`src/rtl/boot_clk_pkg.sv`:
```
// Package: shared types and decode for the boot-mode root clock selector.
// Assumes the three strap pins are bit-ordered {rtc_divided, sys_half, osc_ext}.
package boot_clk_pkg;

    // Strap word as captured during reset; bit order matches the pins.
    typedef struct packed {
        logic rtc_divided;  // bit 2: slow tick made from the main reference
        logic sys_half;     // bit 1: system runs at half rate, slow divide doubles
        logic osc_ext;      // bit 0: oscillator kind, no logic effect
    } boot_mode_t;

    // Where the slow tick comes from.
    typedef enum logic [1:0] {
        RTC_FROM_PIN   = 2'd0,
        RTC_DIV_BASE   = 2'd1,
        RTC_DIV_DOUBLE = 2'd2
    } rtc_src_e;

    // Map a captured strap word to the slow tick source.
    function automatic rtc_src_e rtc_source(input boot_mode_t m);
        if (!m.rtc_divided)
            return RTC_FROM_PIN;
        else if (m.sys_half)
            return RTC_DIV_DOUBLE;
        else
            return RTC_DIV_BASE;
    endfunction

endpackage

```
`src/rtl/boot_clk_mode_latch.sv`:
```
// Module: captures the strap pins while reset is low and holds them after.
// Assumes rst_n is synchronous to clk_ref and stays low for at least one edge.
module boot_clk_mode_latch
    import boot_clk_pkg::*;
#(
    parameter int MODE_W = 3
) (
    input  logic              clk_ref,
    input  logic              rst_n,
    input  logic [MODE_W-1:0] mode_pins,
    output boot_mode_t        mode_q
);

    // Follow the pins during reset; freeze them once reset is released.
    always_ff @(posedge clk_ref) begin
        if (!rst_n)
            mode_q <= boot_mode_t'(mode_pins);
    end

    // the captured straps never move while running
    p_mode_hold_r1: assert property (@(posedge clk_ref) disable iff (!rst_n)
        $past(rst_n) |-> $stable(mode_q));

endmodule

```
`src/rtl/boot_clk_div.sv`:
```
// Module: fixed divide-by-DIV counter. It advances on 'adv' and flags the
// cycle in which it wraps. Assumes DIV >= 1. The counter starts at zero on
// reset, so the first wrap comes after exactly DIV advances.
module boot_clk_div #(
    parameter int DIV = 2
) (
    input  logic clk_ref,
    input  logic rst_n,
    input  logic adv,
    output logic wrap
);

    generate
        if (DIV == 1) begin : g_pass
            // A divide of one wraps on every advance.
            assign wrap = adv;
        end else begin : g_count
            localparam int CW = $clog2(DIV);
            localparam logic [CW-1:0] LAST = CW'(DIV - 1);

            logic [CW-1:0] cnt;

            // Wrap flag: last count and an advance in this cycle.
            assign wrap = adv && (cnt == LAST);

            // Count advances and return to zero on wrap.
            always_ff @(posedge clk_ref) begin
                if (!rst_n)
                    cnt <= '0;
                else if (wrap)
                    cnt <= '0;
                else if (adv)
                    cnt <= cnt + 1'b1;
            end

            // two wraps are never back to back
            p_wrap_spaced_r3: assert property (@(posedge clk_ref) disable iff (!rst_n)
                wrap |=> !wrap);
        end
    endgenerate

endmodule

```
`src/rtl/boot_clk_out_sel.sv`:
```
// Module: selects and registers the two enable strobes.
// Assumes the divider wrap inputs are single-cycle flags on clk_ref and that
// slow_pin_en is already synchronised to clk_ref.
module boot_clk_out_sel
    import boot_clk_pkg::*;
(
    input  logic       clk_ref,
    input  logic       rst_n,
    input  boot_mode_t mode_q,
    input  logic       half_wrap,
    input  logic       slow_div_wrap,
    input  logic       slow_pin_en,
    output logic       sys_en,
    output logic       rtc_en
);

    rtc_src_e src;
    logic     rtc_next;
    logic     osc_kind_unused;

    assign src             = rtc_source(mode_q);
    assign osc_kind_unused = mode_q.osc_ext;

    // Choose the slow tick source for the next cycle.
    always_comb begin
        unique case (src)
            RTC_FROM_PIN: rtc_next = slow_pin_en;
            default:      rtc_next = slow_div_wrap;
        endcase
    end

    // Register both strobes; both are quiet during reset.
    always_ff @(posedge clk_ref) begin
        if (!rst_n) begin
            sys_en <= 1'b0;
            rtc_en <= 1'b0;
        end else begin
            sys_en <= mode_q.sys_half ? half_wrap : 1'b1;
            rtc_en <= rtc_next;
        end
    end

    // at full rate the system enable stays high once running
    p_sys_full_r2: assert property (@(posedge clk_ref) disable iff (!rst_n)
        (!mode_q.sys_half && $past(rst_n)) |-> sys_en);

    // at half rate the system enable is a single-cycle pulse
    p_sys_half_single_r3: assert property (@(posedge clk_ref) disable iff (!rst_n)
        (mode_q.sys_half && sys_en) |=> !sys_en);

    // the pin-sourced tick is the strobe delayed by one cycle
    p_rtc_pin_r4: assert property (@(posedge clk_ref) disable iff (!rst_n)
        (src == RTC_FROM_PIN) |=> (rtc_en == $past(slow_pin_en)));

    // a divided tick is a single-cycle pulse
    p_rtc_div_single_r5: assert property (@(posedge clk_ref) disable iff (!rst_n)
        (src != RTC_FROM_PIN && rtc_en) |=> !rtc_en);

    // both strobes are low after a reset edge
    p_reset_quiet_r8: assert property (@(posedge clk_ref)
        !rst_n |=> (!sys_en && !rtc_en));

endmodule

```
`src/rtl/boot_clk_root_sel.sv`:
```
// Module: boot-mode root clock selector (top). It makes a system clock enable
// and a slow tick enable from straps captured in reset.
// Assumes a single reference clock domain; the 32.768 kHz strobe arrives
// already synchronised.
module boot_clk_root_sel
    import boot_clk_pkg::*;
#(
    parameter int SYS_PREDIV    = 2,
    parameter int SLOW_DIV_BASE = 1024
) (
    input  logic       clk_ref,
    input  logic       rst_n,
    input  logic [2:0] boot_mode,
    input  logic       slow_in_en,
    output logic       sys_en,
    output logic       rtc_en
);

    localparam int MODE_W = $bits(boot_mode_t);

    boot_mode_t mode_q;
    logic       half_wrap;
    logic       slow_adv;
    logic       slow_div_wrap;

    boot_clk_mode_latch #(.MODE_W(MODE_W)) u_latch (
        .clk_ref   (clk_ref),
        .rst_n     (rst_n),
        .mode_pins (boot_mode),
        .mode_q    (mode_q)
    );

    // Pre-divider: sets the half-rate system clock and heads the doubled slow chain.
    boot_clk_div #(.DIV(SYS_PREDIV)) u_prediv (
        .clk_ref (clk_ref),
        .rst_n   (rst_n),
        .adv     (1'b1),
        .wrap    (half_wrap)
    );

    // Slow divider advance: every cycle, or on each pre-divider wrap for the doubled divide.
    assign slow_adv = mode_q.sys_half ? half_wrap : 1'b1;

    boot_clk_div #(.DIV(SLOW_DIV_BASE)) u_slowdiv (
        .clk_ref (clk_ref),
        .rst_n   (rst_n),
        .adv     (slow_adv),
        .wrap    (slow_div_wrap)
    );

    boot_clk_out_sel u_sel (
        .clk_ref       (clk_ref),
        .rst_n         (rst_n),
        .mode_q        (mode_q),
        .half_wrap     (half_wrap),
        .slow_div_wrap (slow_div_wrap),
        .slow_pin_en   (slow_in_en),
        .sys_en        (sys_en),
        .rtc_en        (rtc_en)
    );

endmodule

```
`config.mk`:
```
export PLATFORM = sky130hd
export DESIGN_NAME = boot_clk_root_sel
export DESIGN_NICKNAME = d
export VERILOG_FILES = /design/src/rtl/boot_clk_pkg.sv /design/src/rtl/boot_clk_mode_latch.sv /design/src/rtl/boot_clk_div.sv /design/src/rtl/boot_clk_out_sel.sv /design/src/rtl/boot_clk_root_sel.sv
export SDC_FILE = /design/constraint.sdc
export NUM_CORES = 1
export LEC_CHECK = 0
export BUFFER_PORTS_ARGS = -buffer_cell sky130_fd_sc_hd__buf_2
export CAP_MARGIN = 30
export CELL_PAD_IN_SITES_DETAIL_PLACEMENT = 2
export CELL_PAD_IN_SITES_GLOBAL_PLACEMENT = 2
export CORE_ASPECT_RATIO = 1.1
export CORE_MARGIN = 3
export CORE_UTILIZATION = 34
export CTS_CLUSTER_SIZE = 8
export DETAILED_ROUTE_END_ITERATION = 6
export PLACE_DENSITY = 0.78
export SYNTH_ARGS = -nofsm -noshare
export SYNTH_HDL_FRONTEND = slang
export SYNTH_SLANG_ARGS = --single-unit
```
`constraint.sdc`:
```
create_clock -name clk_ref -period 1.75 [get_ports clk_ref]
set_clock_uncertainty 0.2 [all_clocks]
set_input_delay 0.0875 -clock clk_ref [delete_from_list [all_inputs] [get_ports clk_ref]]
set_output_delay 0.0875 -clock clk_ref [all_outputs]
set_load 0.01 [all_outputs]
```
---- Yosys cells after proc, flatten, opt, wreduce, memory -nomap -nowiden ----
Cells that the tools add are included.
storage, ports and cells
  bits in registers ....................... 15
  bits in latches ......................... 0
  RAM bits ................................ 0
  bits in read-only memories .............. 0
  bits of input ports ..................... 6
  memories ................................ 0
cells by class
  add/subtract/negate cells ............... 2
  multiply operators ...................... 0
  divide/modulo/power cells ............... 0
  $lt $le $gt $ge ......................... 0
  eq/ne operators ......................... 1
  shift-type cells ........................ 0
  muxes and demuxes ....................... 4
  bitwise logic cells ..................... 1
  reduce and logical (&&, ||, !) cells .... 4
operator list
  operator                 count
  $add A10 B1 Y10 const B  1
  $eq A10 B10 Y1 const B   1
  $mux W2                  2
  $reduce_or A2 Y1         2
  $logic_not A2 Y1         1
  $mux W1                  2
  $add A1 B1 Y1 const B    1
  $logic_and A1 B1 Y1      1
  $not A1 Y1               1

---- Longest topological paths before layout ----
  depth in word-level cells ............... 4
  gate-level depth with buffers ........... 5

---- Cells and area by module ----
Synthesis repeated with hierarchy kept, for this count alone.
unflattened totals
  cell total of the unflattened synthesis .. 71
  area, all modules ....................... 703.2 sq um
modules (own cells, without submodules)
  module                    instances  cells each  area each (sq um)  sequential area each (sq um)
  boot_clk_div (u_slowdiv)  1          55          489.2              200.2
  boot_clk_mode_latch       1          4           93.8               90.1
  boot_clk_out_sel          1          6           67.6               40.0
  boot_clk_div (u_prediv)   1          4           42.5               20.0
  boot_clk_root_sel         1          2           10.0               0.0

---- Worst setup path before layout ----
OpenSTA, ideal clock, no wires.
  kind .................................... reg-to-reg
  start ................................... register u_slowdiv.g_count.cnt[0]
  end ..................................... register u_slowdiv.g_count.cnt[9]
  setup time .............................. 0.122 ns
  arrival time ............................ 1.292 ns
  required time ........................... 1.428 ns
  slack ................................... 0.136 ns
  cell stages (with the launch flop) ...... 6
  buffers on the path ..................... 0
  period minus slack after synthesis ...... 1.614 ns
  cell sequence ........................... dfxtp_1 ha_1 nand2_1 nor3_1 nor3_1 a311o_1
between the ends
  cells in the longest elaborated chain, start to end .. 3
  elaborated cells on any way between the ends .. 4
  those cells by class .................... add/sub: 1; eq/ne: 1; reduce/logical: 2
ends and longest elaborated chain
  element                                                                  line                source
  start, declared                                                          boot_clk_div.sv:21  logic [CW-1:0] cnt;
  start signal, assigned                                                   boot_clk_div.sv:33  cnt <= cnt + 1'b1;
  parallel branches: the longest is 3 deep, another holds $add A10 B1 Y10  n/a
Parallel ways; which one is timed is not known.
A chain may end at the register's enable or synchronous reset.

---- Worst setup path in the final report ----
  start ................................... register u_slowdiv.g_count.cnt[1]
  end ..................................... register u_slowdiv.g_count.cnt[9]
Same word-level chain as after synthesis.

==> results_dict.tcl <==
set metrics [dict create \
    dieArea_sq_um 2450 \
    worstPathRequired_ns 1.73 \
    vias 526 \
    setup_tns_ns 0 \
    setup_violations 0 \
    total_leakage_power_uw 0.000297 \
    use_met1 0.206 \
    clock_path_buffers 2 \
    post_cts_buffers 0 \
    syn_nets 70 \
    final.min_clock_period_ns 1.67 \
    synth_cells 63 \
    hp-class "reg -> reg" \
    max_cap_violations 0 \
    clk_pin_slew_ns 0.09 \
    max_clock_freq_ghz 0.597 \
    start_util 0.385 \
    final_cell_area_sq_um 808 \
    fin_hold_ws_ns 0.282 \
    status "complete, no violations" \
    ios 8 \
    rsz0062_at_grt "true" \
    avgSynthCellArea_sq_um 10.2 \
    cts.sinks 15 \
    dr.pass1.iters 3 \
    worstPathMaxFanout 3 \
    die_w_microns 47.5 \
    cp_top_family "simple AND/OR/NAND/NOR gates" \
    grtUsageMet2 0.266 \
    cts_tree "built" \
    ant_nets 0 \
    synth_top_area_frac 0.405 \
    critical_path_class "reg -> reg" \
    synth-seq-cells 15 \
    critPathArrivalTime_ns 1.66 \
    ir_worst_vdd_mv 0.368 \
    cp_num_buf_inv 0 \
    row_count 15 \
    drt_wl_total_microns 1590 \
    nNetsFinal 89 \
    core_area_sq_um 1670 \
    gp_congestion 0.713 \
    met3_usage 0.0415 \
    vias_per_cell 5.37 \
    cts.root.buffer_cell "clkbuf_4" \
    die_height_microns 51.6 \
    worst_pin_slew_ns 0.304 \
    syn-cell-area_sq_um 643 \
    finalHoldViolCount 0 \
    placed_area_sq_um 724 \
    drcViolationCount 0 \
    crit_path_top_delay_cell "dfxtp_1" \
    fillers 176 \
    slowest_delay_ns 0.36 \
    area_growth_pct 25.7 \
    io_buffers 6 \
    clkLatencyLatePin_ns 0.29 \
    cp_cell_sequence "ha_1, nand2_1, nor3_2, nor3_1, a311o_1" \
    num_antenna_cells 0 \
    slew_viol_final 0 \
    powerDensity_nw_per_um2 813 \
    end_kind "register" \
    grt_usage 0.166 \
    globalRouteOverflowTotal 0 \
    grt_pass1_wl_microns 2830 \
    htreeDepth 1 \
    wl_per_cell_microns 16.3 \
    place_hpwl_microns 1170 \
    critPathLaunchType "register" \
    ys_types 22 \
    drive_gt1_frac 0.259 \
    grt_pass1_vias 604 \
    final_core_util 0.484 \
    synth-seq-area-share 0.498 \
    relSlewSlack 0.796 \
    grt_max_degree 11 \
    yosys_warnings 0 \
    synth_area_leader_cell "dfxtp_1" \
    antenna_found_initial 0 \
    gr-max-usage-layer "met2" \
    cts-buffers-inserted 3 \
    drtIter0Drc 3 \
    yosys-top-cells-area "dfxtp_1, edfxtp_1, nor2_1, xor2_1, nand2_1" \
    finalCritPeriodShare 0.956 \
]
==> registers in the layout (all words and copies together), names as in the netlist <==
| name | flops |
|---|---|
| u_slowdiv.g_count.cnt | 10 |
| u_prediv.g_count.cnt | 1 |
| u_sel.rtc_en | 1 |
| u_sel.sys_en | 1 |
| u_latch.mode_q | 2 |
==> cell type report <==
class / instances / area [sq um] / share of cell area
multi-input cells: 47 / 337 / 0.416
flip-flops and latches: 15 / 320 / 0.396
repair buffers: 14 / 100 / 0.124
clock buffers: 4 / 26.3 / 0.0325
well taps: 17 / 21.3 / 0.0263
inverters: 1 / 3.75 / 0.00464
==> worst register-to-register path: cells and delay by family (launching register included) <==
family | cells | cell delay [ns]
adder cells (fa/ha/maj) | 1 | 0.24
AND/OR/NAND/NOR | 3 | 0.45
AO/OA/AOI/OAI | 1 | 0.32
flip-flops | 1 | 0.36
==> synth_stat cells <==
cell type	number
a21oi_1	1
a311o_1	1
and4_2	1
clkinv_1	1
dfxtp_1	13
edfxtp_1	2
ha_1	1
mux2i_1	2
nand2_1	7
nand2b_1	2
nand3_1	2
nand3_2	1
nand4_1	3
nor2_1	10
nor2b_4	1
nor3_1	3
nor4_1	2
nor4b_2	1
nor4b_4	1
o21ai_0	1
xnor2_1	3
xor2_1	4
==> per-layer routing <==
layer,part of all wire,vias up
li1,-,258
met2,0.52,7
met5,0,-
met3,0.025,4
met1,0.43,257
met4,0.018,0
==> layout by cell type (no fill, tap or decap) <==
master,count
edfxtp_1,2
nor4b_2,1
clkinv_1,1
dfxtp_1,13
nand3_1,2
mux2i_1,2
nor3_2,1
nor4b_4,1
clkbuf_1,1
clkbuf_4,3
a21oi_1,1
ha_1,1
a311o_1,1
nand3_2,1
buf_2,6
xnor2_1,3
nor2b_4,1
xor2_1,4
nor3_1,2
dlygate4sd3_1,4
nor2_1,10
nand2_1,7
buf_4,4
and4_2,1
nor4_2,2
o21ai_0,1
nand2b_1,2
nand4_1,3
==> metrics by stage <==
step	setup WS (ns)	total power [uW]	std cells
floorplan	0.136	420	63
global placement	0.0784	447	90
detailed placement	-0.00187	455	90
CTS	0.0131	669	98
global route	-0.0447	700	98
finish	0.0762	657	98
==> report_power, final <==
part | internal (uW) | switching (uW) | total [uW]
logic | 36.5 | 40.0 | 76.5
clock network | 88.7 | 116 | 204
registers | 365 | 11.3 | 376
total | 490 | 167 | 657
==> logic make-up (layout without fill, tap and decap cells) <==
| family | after synthesis | count (layout) | synth area share |
|---|---|---|---|
| AND/OR/NAND/NOR | 34 | 34 | 0.319 |
| flip-flops | 15 | 15 | 0.498 |
| XOR/XNOR | 7 | 7 | 0.0953 |
| AO/OA/AOI/OAI | 3 | 3 | 0.0311 |
| multiplexers | 2 | 2 | 0.0311 |
| adder cells (fa/ha/maj) | 1 | 1 | 0.0195 |
| buffers and inverters | 1 | 19 | 0.00583 |
==> final timing paths <==
path | slack [ns] | endpoint | from | cells past startpoint
setup / recovery | 0.08 | u_slowdiv.g_count.cnt[9] | u_slowdiv.g_count.cnt[1] | 5
hold / removal | 0.28 | u_prediv.g_count.cnt | u_prediv.g_count.cnt | 1
setup reg to reg | 0.08 | u_slowdiv.g_count.cnt[9] | u_slowdiv.g_count.cnt[1] | 5
hold reg to reg | 0.28 | u_prediv.g_count.cnt | u_prediv.g_count.cnt | 1
==> timing repair <==
| item | 4_1_cts | 5_1_grt |
|---|---|---|
| pin swaps | 0 | 3 |
| hold buffers | 4 | 0 |
| endpoints found under the setup margin | 1 | 7 |
| gates resized for setup | 2 | 1 |
| endpoints found under the hold margin | 9 | 0 |
Power figures use the tool's default switching activity.
